==> src/rtl/port_cfg_bank.sv <==
module port_cfg_bank #(
  parameter int NPORT = 8,
  parameter int PW    = 8,
  parameter int AW    = 6,
  parameter int MW    = 3
) (
  input  logic                  clk,
  input  logic                  rst_n,
  input  logic                  wr_en,
  input  logic [AW-1:0]         addr,
  input  logic [PW-1:0]         wdata,
  output logic [PW-1:0]         rdata,
  input  logic [NPORT*PW-1:0]   out_bits,
  input  logic [NPORT*PW-1:0]   pwm_in,
  input  logic [NPORT*PW-1:0]   pad_in,
  output logic [NPORT*PW-1:0]   pin_out,
  output logic [NPORT*PW-1:0]   pin_oe,
  output logic [NPORT*PW-1:0]   in_val,
  output logic [NPORT*PW*MW-1:0] pin_mode,
  output logic [NPORT*PW-1:0]   irq_mask
);
  localparam int NPIN  = NPORT * PW;
  localparam int SW    = (NPORT > 1) ? $clog2(NPORT) : 1;
  localparam int NMODE = 7;
  localparam logic [AW-1:0] A_SEL   = AW'(8'h18);
  localparam logic [AW-1:0] A_MASK  = AW'(8'h19);
  localparam logic [AW-1:0] A_PWM   = AW'(8'h1A);
  localparam logic [AW-1:0] A_INV   = AW'(8'h1B);
  localparam logic [AW-1:0] A_DIR   = AW'(8'h1C);
  localparam logic [AW-1:0] A_MODE0 = AW'(8'h1D);

  logic [SW-1:0] sel;
  logic [PW-1:0] mask_q [NPORT];
  logic [PW-1:0] pwm_q  [NPORT];
  logic [PW-1:0] inv_q  [NPORT];
  logic [PW-1:0] dir_q  [NPORT];
  logic [MW-1:0] code_q [NPIN];

  wire          is_mode = (addr >= A_MODE0) && (addr < A_MODE0 + AW'(NMODE));
  wire [AW-1:0] mode_k  = addr - A_MODE0;
  wire          sel_ok  = int'(wdata) < NPORT;
  wire          valid_a = is_mode || (addr >= A_SEL && addr <= A_DIR);

  always_ff @(posedge clk or negedge rst_n) begin
    if (!rst_n) begin
      sel <= '0;
      for (int p = 0; p < NPORT; p++) begin
        mask_q[p] <= '0;
        pwm_q[p]  <= '0;
        inv_q[p]  <= '0;
        dir_q[p]  <= '0;
      end
    end else if (wr_en) begin
      if (addr == A_SEL && sel_ok) sel <= wdata[SW-1:0];
      if (addr == A_MASK) mask_q[sel] <= wdata;
      if (addr == A_PWM)  pwm_q[sel]  <= wdata;
      if (addr == A_INV)  inv_q[sel]  <= wdata;
      if (addr == A_DIR)  dir_q[sel]  <= wdata;
    end
  end

  always_ff @(posedge clk or negedge rst_n) begin
    if (!rst_n) begin
      for (int p = 0; p < NPIN; p++) code_q[p] <= '0;
    end else if (wr_en && is_mode) begin
      for (int p = 0; p < NPIN; p++)
        if ((p / PW) == int'(sel) && wdata[p % PW]) code_q[p] <= mode_k[MW-1:0];
    end
  end

  logic [PW-1:0] mode_rd;
  always_comb begin
    for (int b = 0; b < PW; b++)
      mode_rd[b] = (code_q[int'(sel) * PW + b] == mode_k[MW-1:0]);
    rdata = '0;
    if (is_mode) rdata = mode_rd;
    else begin
      case (addr)
        A_SEL:   rdata = PW'(sel);
        A_MASK:  rdata = mask_q[sel];
        A_PWM:   rdata = pwm_q[sel];
        A_INV:   rdata = inv_q[sel];
        A_DIR:   rdata = dir_q[sel];
        default: rdata = '0;
      endcase
    end
  end

  for (genvar p = 0; p < NPIN; p++) begin : g_pin
    assign pin_oe[p]   = ~dir_q[p / PW][p % PW];
    assign pin_out[p]  = out_bits[p] & (pwm_q[p / PW][p % PW] ? pwm_in[p] : 1'b1);
    assign in_val[p]   = pad_in[p] ^ inv_q[p / PW][p % PW];
    assign irq_mask[p] = mask_q[p / PW][p % PW];
    assign pin_mode[p*MW +: MW] = code_q[p];

    AST_MODE_SET: assert property (@(posedge clk) disable iff (!rst_n)
      (wr_en && is_mode && int'(sel) == p / PW && wdata[p % PW])
      |=> pin_mode[p*MW +: MW] == $past(mode_k[MW-1:0]));
    AST_MODE_KEEP: assert property (@(posedge clk) disable iff (!rst_n)
      (wr_en && is_mode && int'(sel) == p / PW && !wdata[p % PW])
      |=> $stable(pin_mode[p*MW +: MW]));
    AST_OE_DIR: assert property (@(posedge clk) disable iff (!rst_n)
      (wr_en && addr == A_DIR && int'(sel) == p / PW)
      |=> pin_oe[p] == !$past(wdata[p % PW]));
  end

  AST_SEL_KEEP: assert property (@(posedge clk) disable iff (!rst_n)
    (wr_en && addr == A_SEL && !sel_ok) |=> $stable(sel));
  AST_UNUSED_ZERO: assert property (@(posedge clk) disable iff (!rst_n)
    !valid_a |-> rdata == '0);
endmodule

==> config.mk <==
export PLATFORM = sky130hd
export DESIGN_NAME = port_cfg_bank
export DESIGN_NICKNAME = d
export VERILOG_FILES = /design/src/rtl/port_cfg_bank.sv
export SDC_FILE = /design/constraint.sdc
export NUM_CORES = 1
export LEC_CHECK = 0
export BUFFER_PORTS_ARGS = -buffer_cell sky130_fd_sc_hd__clkbuf_2
export CORE_AREA = 2 2 256 258
export DETAILED_ROUTE_END_ITERATION = 8
export DIE_AREA = 0 0 258 260
export GPL_TIMING_DRIVEN = 0
export PLACE_DENSITY = 0.69
export SLEW_MARGIN = 20
export SYNTH_ARGS = -nofsm -noshare
export SYNTH_HDL_FRONTEND = slang
export SYNTH_SLANG_ARGS = --single-unit
==> constraint.sdc <==
create_clock -name clk -period 4.53 [get_ports clk]
set_input_delay 0 -clock clk [delete_from_list [all_inputs] [get_ports clk]]
set_output_delay 0 -clock clk [all_outputs]
set_load 0.005 [all_outputs]
==> results of run 1 <==
## logic make-up (layout without fill, tap and decap cells)
family          count (synthesis)  in the layout  share of synthesized area (%)
fa+ha+maj                       4              4                          0.222
buf+inv                       250           1017                           4.73
xor+xnor                       89             89                           3.45
flops                         451            451                           50.0
other cells                     0             10                              0
compound gates                304            304                           7.87
simple gates                  356            356                           7.64
mux                           429            429                           26.1
## synthesized netlist by cell type, types with 2 or more instances
cell type,count
dfrtp_1,451
mux2_2,251
nand2_1,200
o21ai_0,200
inv_1,131
mux4_2,100
nand4_1,73
a21boi_0,67
xor2_1,65
clkbuf_1,60
mux2i_1,57
nand2_2,34
buf_2,33
xnor2_1,24
mux2_1,21
nor2_1,15
buf_4,13
a211oi_1,8
buf_1,7
nor2b_1,7
o22ai_1,6
a21oi_1,5
a2111oi_0,4
ha_1,4
nand2b_1,4
nand3_1,4
a311oi_1,3
buf_6,3
nor2_4,3
a22oi_1,2
inv_2,2
nor3_1,2
nor4b_1,2
o211ai_1,2
## metal layers
metal	up-vias	track usage [%]
met5	-	0
met3	236	5.20
met1	9723	37.1
met2	1060	50.9
met4	2	15.3
li1	8169	-
## area by class of cell
cell class	instances	area, um2
fillers	5974	35200
flip-flops and latches	451	11300
multi-input cells	1182	10200
repair buffers	673	3530
clock buffers	65	1410
well taps	855	1070
plain buffers	117	568
inverters	133	499
clock inverters	29	345
diodes	10	25.0
## sequential cells by signal, summed over array words and instances, names as in the netlist
register	count
pin_mode	192
dir_q	64
inv_q	64
pwm_q	64
irq_mask	64
sel	3
## power breakdown
group	switching (mW)	internal, mW	total, mW
Combinational	0.668	0.449	1.12
Sequential	0.111	4.12	4.23
Clock	1.83	2.55	4.38
## timing repair
| item | 4_1_cts | 5_1_grt |
|---|---|---|
| setup endpoints to repair | 0 | 0 |
| hold buffers | 5 | 0 |
| hold endpoints to repair | 240 | 0 |
## through the flow
step / TNS, ns / hold slack, ns
after global placement: -3130.24 / 0.235
after detailed placement: 0 / 0.0299
final: 0 / 0.0696
after global routing: 0 / 0.0601
after CTS: 0 / 0.0272
after floorplan: 0 / -0.296
## worst max path at each step
stage | startpoint | to | cells past startpoint
after global placement | rst_n | pwm_q[22]$_DFFE_PN0P_ | 1
after floorplan | addr[0] | rdata[6] | 9
after CTS | sel[0]$_DFFE_PN0P_ | rdata[0] | 9
after detailed placement | sel[0]$_DFFE_PN0P_ | rdata[0] | 9
final | sel[2]$_DFFE_PN0P_ | rdata[5] | 8
after global routing | sel[0]$_DFFE_PN0P_ | rdata[0] | 9
## critical path: cells and delay by family (launching register included)
kind                   cells  cell delay (ns)
buffers and inverters      5             2.02
AOI/OAI and AO/OA          3             1.29
DFF                        1             0.31
==> metrics.txt, run 1 <==
outcome=completed; total power=9.73 mW; routed vias/inst=5.46; crit path capture type=output pin; clk_lat worst skew=0.60 ns; Mapped Nets=2096; CTS resizes=0; Slew Limit Fails=0; Die Wd=258 um; TritonCTS buffer count=50; Distinct cells, synth=54; met2 wire len=49700 um; Clock Path Buffers=3; P per Cell Area=336 nW/um2; Hold Path Class=primary input to flop; Critical Path RT=4.53 ns; Non-Filler Instances=3515; WL final=103000 um; htree depth=2; fraction of layout cells with a size suffix above 1=45.4%; DP HPWL=79800 um; drt wl/cell=29.2 um; io pins=665; row cnt=93; commonest non-fill, non-tap cell in the layout=clkbuf_2; Core ar.=64100 um2; Hold Path Sink=pin_mode[175]$_DFFE_PN0P_; Worst R2R Setup Slack=1.83 ns; min-delay src=wdata[2]; area of the mapped netlist=22600 um2; CTS Root Cell=clkbuf_16; Setup violations, final=0; Global Route Usage Sum=30.1%; Fmax=235 MHz; Worst path max stage delay=0.75 ns; placed standard-cell area=27100 um2; Design Area, Final=29000 um2; Tightest Pin Transition=1.16 ns; clk_skew=0.0139 ns; WL met1=39700 um; leading area contributor after synthesis=dfrtp_1; CTS sink cnt=451; most frequent cells in the layout=clkbuf_2 (662), dfrtp_1 (451), mux2_2 (251), o21ai_0 (200), nand2_1 (200); drt initial violations=1809; Most Frequent Cell on Critical Path=buf_2; number of remaining DRC errors=0; slew margin rel.=22.9%; Final WS setup=0.269 ns; Final Hold Fails=0; DRT Pass-1 Iters=6; r2r startpoint=sel[0]$_DFFE_PN0P_; crit path time final=4.26 ns; placed cell count=3406; global route overflow=0; Avg Cell Area, Syn=12.0 um2; via count=19190; number of synthesized flops with an enable pin=0; RSZ-0062 raised after global routing=no; IO buf count=663; highest routed layer=met5; Async SR Flop Fraction=100%; nets=2821; Synth Warn #=0; vias in the first global route=19077; largest net degree at the start of global routing=92; sequential element share of the synthesized area=50.0%; r2r worst-path depth=7; crit path kind=flop to output pin; met3 WL=7400 um; initial antenna violation count=14; global-route wire length before repair=142000 um; dpl ws=0.789 ns; crit path cell chain=buf_2 > buf_2 > clkbuf_1 > buf_2 > a311oi_1 > a211oi_1 > o21ai_0 > clkbuf_2; Routed Antenna Nets=0; Final Util=45.2%; Final Cycle Share=94.1%; CP max stage cell=a211oi_1; Starting Density=35.2%; top cells by area, synth=dfrtp_1 (50%), mux2_2 (13%), mux4_2 (10%); clock-pin slew on the worst setup and hold paths=0.06 ns; CTS tree=built; startpoint types=flop; Peak VDD IR=0.262 mV; Seq cells post-synth=451; Synth Flop Type=dfrtp_1; Die Ht=260 um; Leak=14.4 nW; Final GP Congestion=0.925; postcts setup bufs=0; die area=67100 um2; share of the synthesized area in the top cell type=50.0%; MaxCap Viol Count=0; Worst EP arrival=4.26 ns; RR Endpoint=pin_mode[111]$_DFFE_PN0P_; WHS Path Cells=3; crit path max fanout=10; Gate Count Post-Synth=1883; P&R area growth vs syn=28.3%
No activity file was read; power rests on OpenSTA's default activity.
==> run 2, diff against run 1 <==
--- a/config.mk
+++ b/config.mk
@@ -6,11 +6,12 @@
 export NUM_CORES = 1
 export LEC_CHECK = 0
 export BUFFER_PORTS_ARGS = -buffer_cell sky130_fd_sc_hd__clkbuf_2
-export CORE_AREA = 2 2 256 258
+export CORE_ASPECT_RATIO = 0.9
+export CORE_MARGIN = 1.5
+export CORE_UTILIZATION = 24
 export DETAILED_ROUTE_END_ITERATION = 8
-export DIE_AREA = 0 0 258 260
 export GPL_TIMING_DRIVEN = 0
-export PLACE_DENSITY = 0.69
+export PLACE_DENSITY = 0.54
 export SLEW_MARGIN = 20
 export SYNTH_ARGS = -nofsm -noshare
 export SYNTH_HDL_FRONTEND = slang
==> run 2 against run 1 <==
Global-route usage shrank 7.7 points. Critical endpoint is now rdata[0]. Clock power grew 5%. Largest power group unchanged. Register-to-register slack lost 0.07 ns. Sequential cell count is the same. Core utilization shrank 13 points. Count of clock-buffer cells in the layout grew 4.
==> metrics.txt, run 2 (synthesis results as in run 1) <==
Die Ht=294 um; Hold Path Class=primary input to flop; largest net degree at the start of global routing=86; outcome=completed; P&R area growth vs syn=30.8%; routed vias/inst=4.81; CTS Root Cell=clkbuf_16; row cnt=106; Die Wd=326 um; drt wl/cell=28.2 um; vias in the first global route=18152; DP HPWL=85700 um; nets=2825; DRT Pass-1 Iters=6; number of remaining DRC errors=0; layout filler cell count=9610; Design Area, Final=29500 um2; commonest non-fill, non-tap cell in the layout=clkbuf_2; total power=9.95 mW; Final Hold Fails=0; P per Cell Area=337 nW/um2; Peak VDD IR=0.218 mV; Setup violations, final=0; global route overflow=0; crit path max fanout=10; startpoint types=flop; Worst EP arrival=4.07 ns; CTS resizes=0; Tightest Pin Transition=1.25 ns; crit path capture type=output pin; Global Route Usage Sum=22.4%; Final GP Congestion=0.868; Starting Density=24.3%; placed standard-cell area=27600 um2; most frequent cells in the layout=clkbuf_2 (664), dfrtp_1 (451), mux2_2 (251), o21ai_0 (200), nand2_1 (200); WHS Path Cells=3; CTS tree=built; dpl ws=0.746 ns; r2r worst-path depth=6; via count=18758; htree depth=2; Core ar.=93000 um2; hold_buf cts=7; die area=95900 um2; drt initial violations=1560; WL final=110000 um; clock-pin slew on the worst setup and hold paths=0.06 ns; max FFs per register=192; initial antenna violation count=5; Final WS setup=0.462 ns; Routed Antenna Nets=0; clk_lat worst skew=0.61 ns; io pins=665; IO buf count=663; crit path time final=4.07 ns; MaxCap Viol Count=0; slew margin rel.=16.8%; RSZ-0062 raised after global routing=no; Fmax=246 MHz; Critical Path RT=4.53 ns; postcts setup bufs=0; TritonCTS buffer count=52; clk_skew=0.0330 ns; CTS sink cnt=451; crit path kind=flop to output pin; global-route wire length before repair=150000 um; Final Cycle Share=89.8%; Slew Limit Fails=0; Clock Path Buffers=3; Leak=14.5 nW; fraction of layout cells with a size suffix above 1=45.4%
run 2: changes by cell type in the layout (fill, tap and decap cells not counted), sizes merged:
cell	previous run	this run
bufinv	6	7
clkbuf	788	792
clkinv	19	11
clkinvlp	2	5
diode	10	5
dlygate4sd3	4	6
run 2: metal layers:
layer  vias to the layer above  wire, um  GRT usage (%)
met2                       720     49500           34.6
li1                       8157         -              -
met1                      9747     50000           31.6
met3                       130      7490           4.51
met5                         -        26              0
met4                         4      2960           6.14
run 2: metrics by stage:
step           TNS (ns)  hold WS, ns  utilization [%]  std cells
2_1_floorplan         0       -0.296                -       1883
3_3_place_gp   -3345.36        0.236             29.5       3788
3_5_place_dp          0     0.000611             29.7       3793
4_1_cts               0       0.0658             31.7       3894
5_1_grt               0        0.108             31.7       3894
6_report              0        0.121             31.8       3899
run 2: worst paths after layout:
path	from	to	slack [ns]
max	sel[0]$_DFFE_PN0P_	rdata[0]	0.46
min	wdata[2]	pin_mode[176]$_DFFE_PN0P_	0.12
max reg2reg	sel[0]$_DFFE_PN0P_	irq_mask[33]$_DFFE_PN0P_	1.76
min reg2reg	pin_mode[179]$_DFFE_PN0P_	pin_mode[179]$_DFFE_PN0P_	0.50
max in group asynchronous	rst_n	pin_mode[14]$_DFFE_PN0P_	3.08
min in group asynchronous	rst_n	irq_mask[46]$_DFFE_PN0P_	0.54
run 2: cell type report:
| type | count | area (um2) | area share [%] |
|---|---|---|---|
| Timing Repair Buffer | 675 | 3550 | 12.0 |
| Inverter | 133 | 499 | 1.69 |
| Buffer | 117 | 571 | 1.93 |
| Sequential cell | 451 | 11300 | 38.2 |
| Clock inverter | 25 | 349 | 1.18 |
| Multi-Input combinational cell | 1182 | 10200 | 34.6 |
| Clock buffer | 69 | 1490 | 5.04 |
| Tap cell | 1242 | 1550 | 5.26 |
| Antenna cell | 5 | 12.5 | 0.0424 |
run 2: worst max-delay path, stage by stage (launching register included):
cell and delay [ns]:
dfrtp_1 0.33, buf_2 0.36, buf_4 0.33, buf_4 0.27, buf_2 0.56, mux2i_1 0.75, o22ai_1 0.18, nor4_1 0.31
o21ai_0 0.16, clkbuf_2 0.18
run 2: power breakdown:
part           internal, mW  total, mW  leakage [nW]  switching, mW
sequential             4.12       4.24          6.25          0.112
clock                  2.72       4.58         0.888           1.87
combinational         0.450       1.14          7.32          0.686
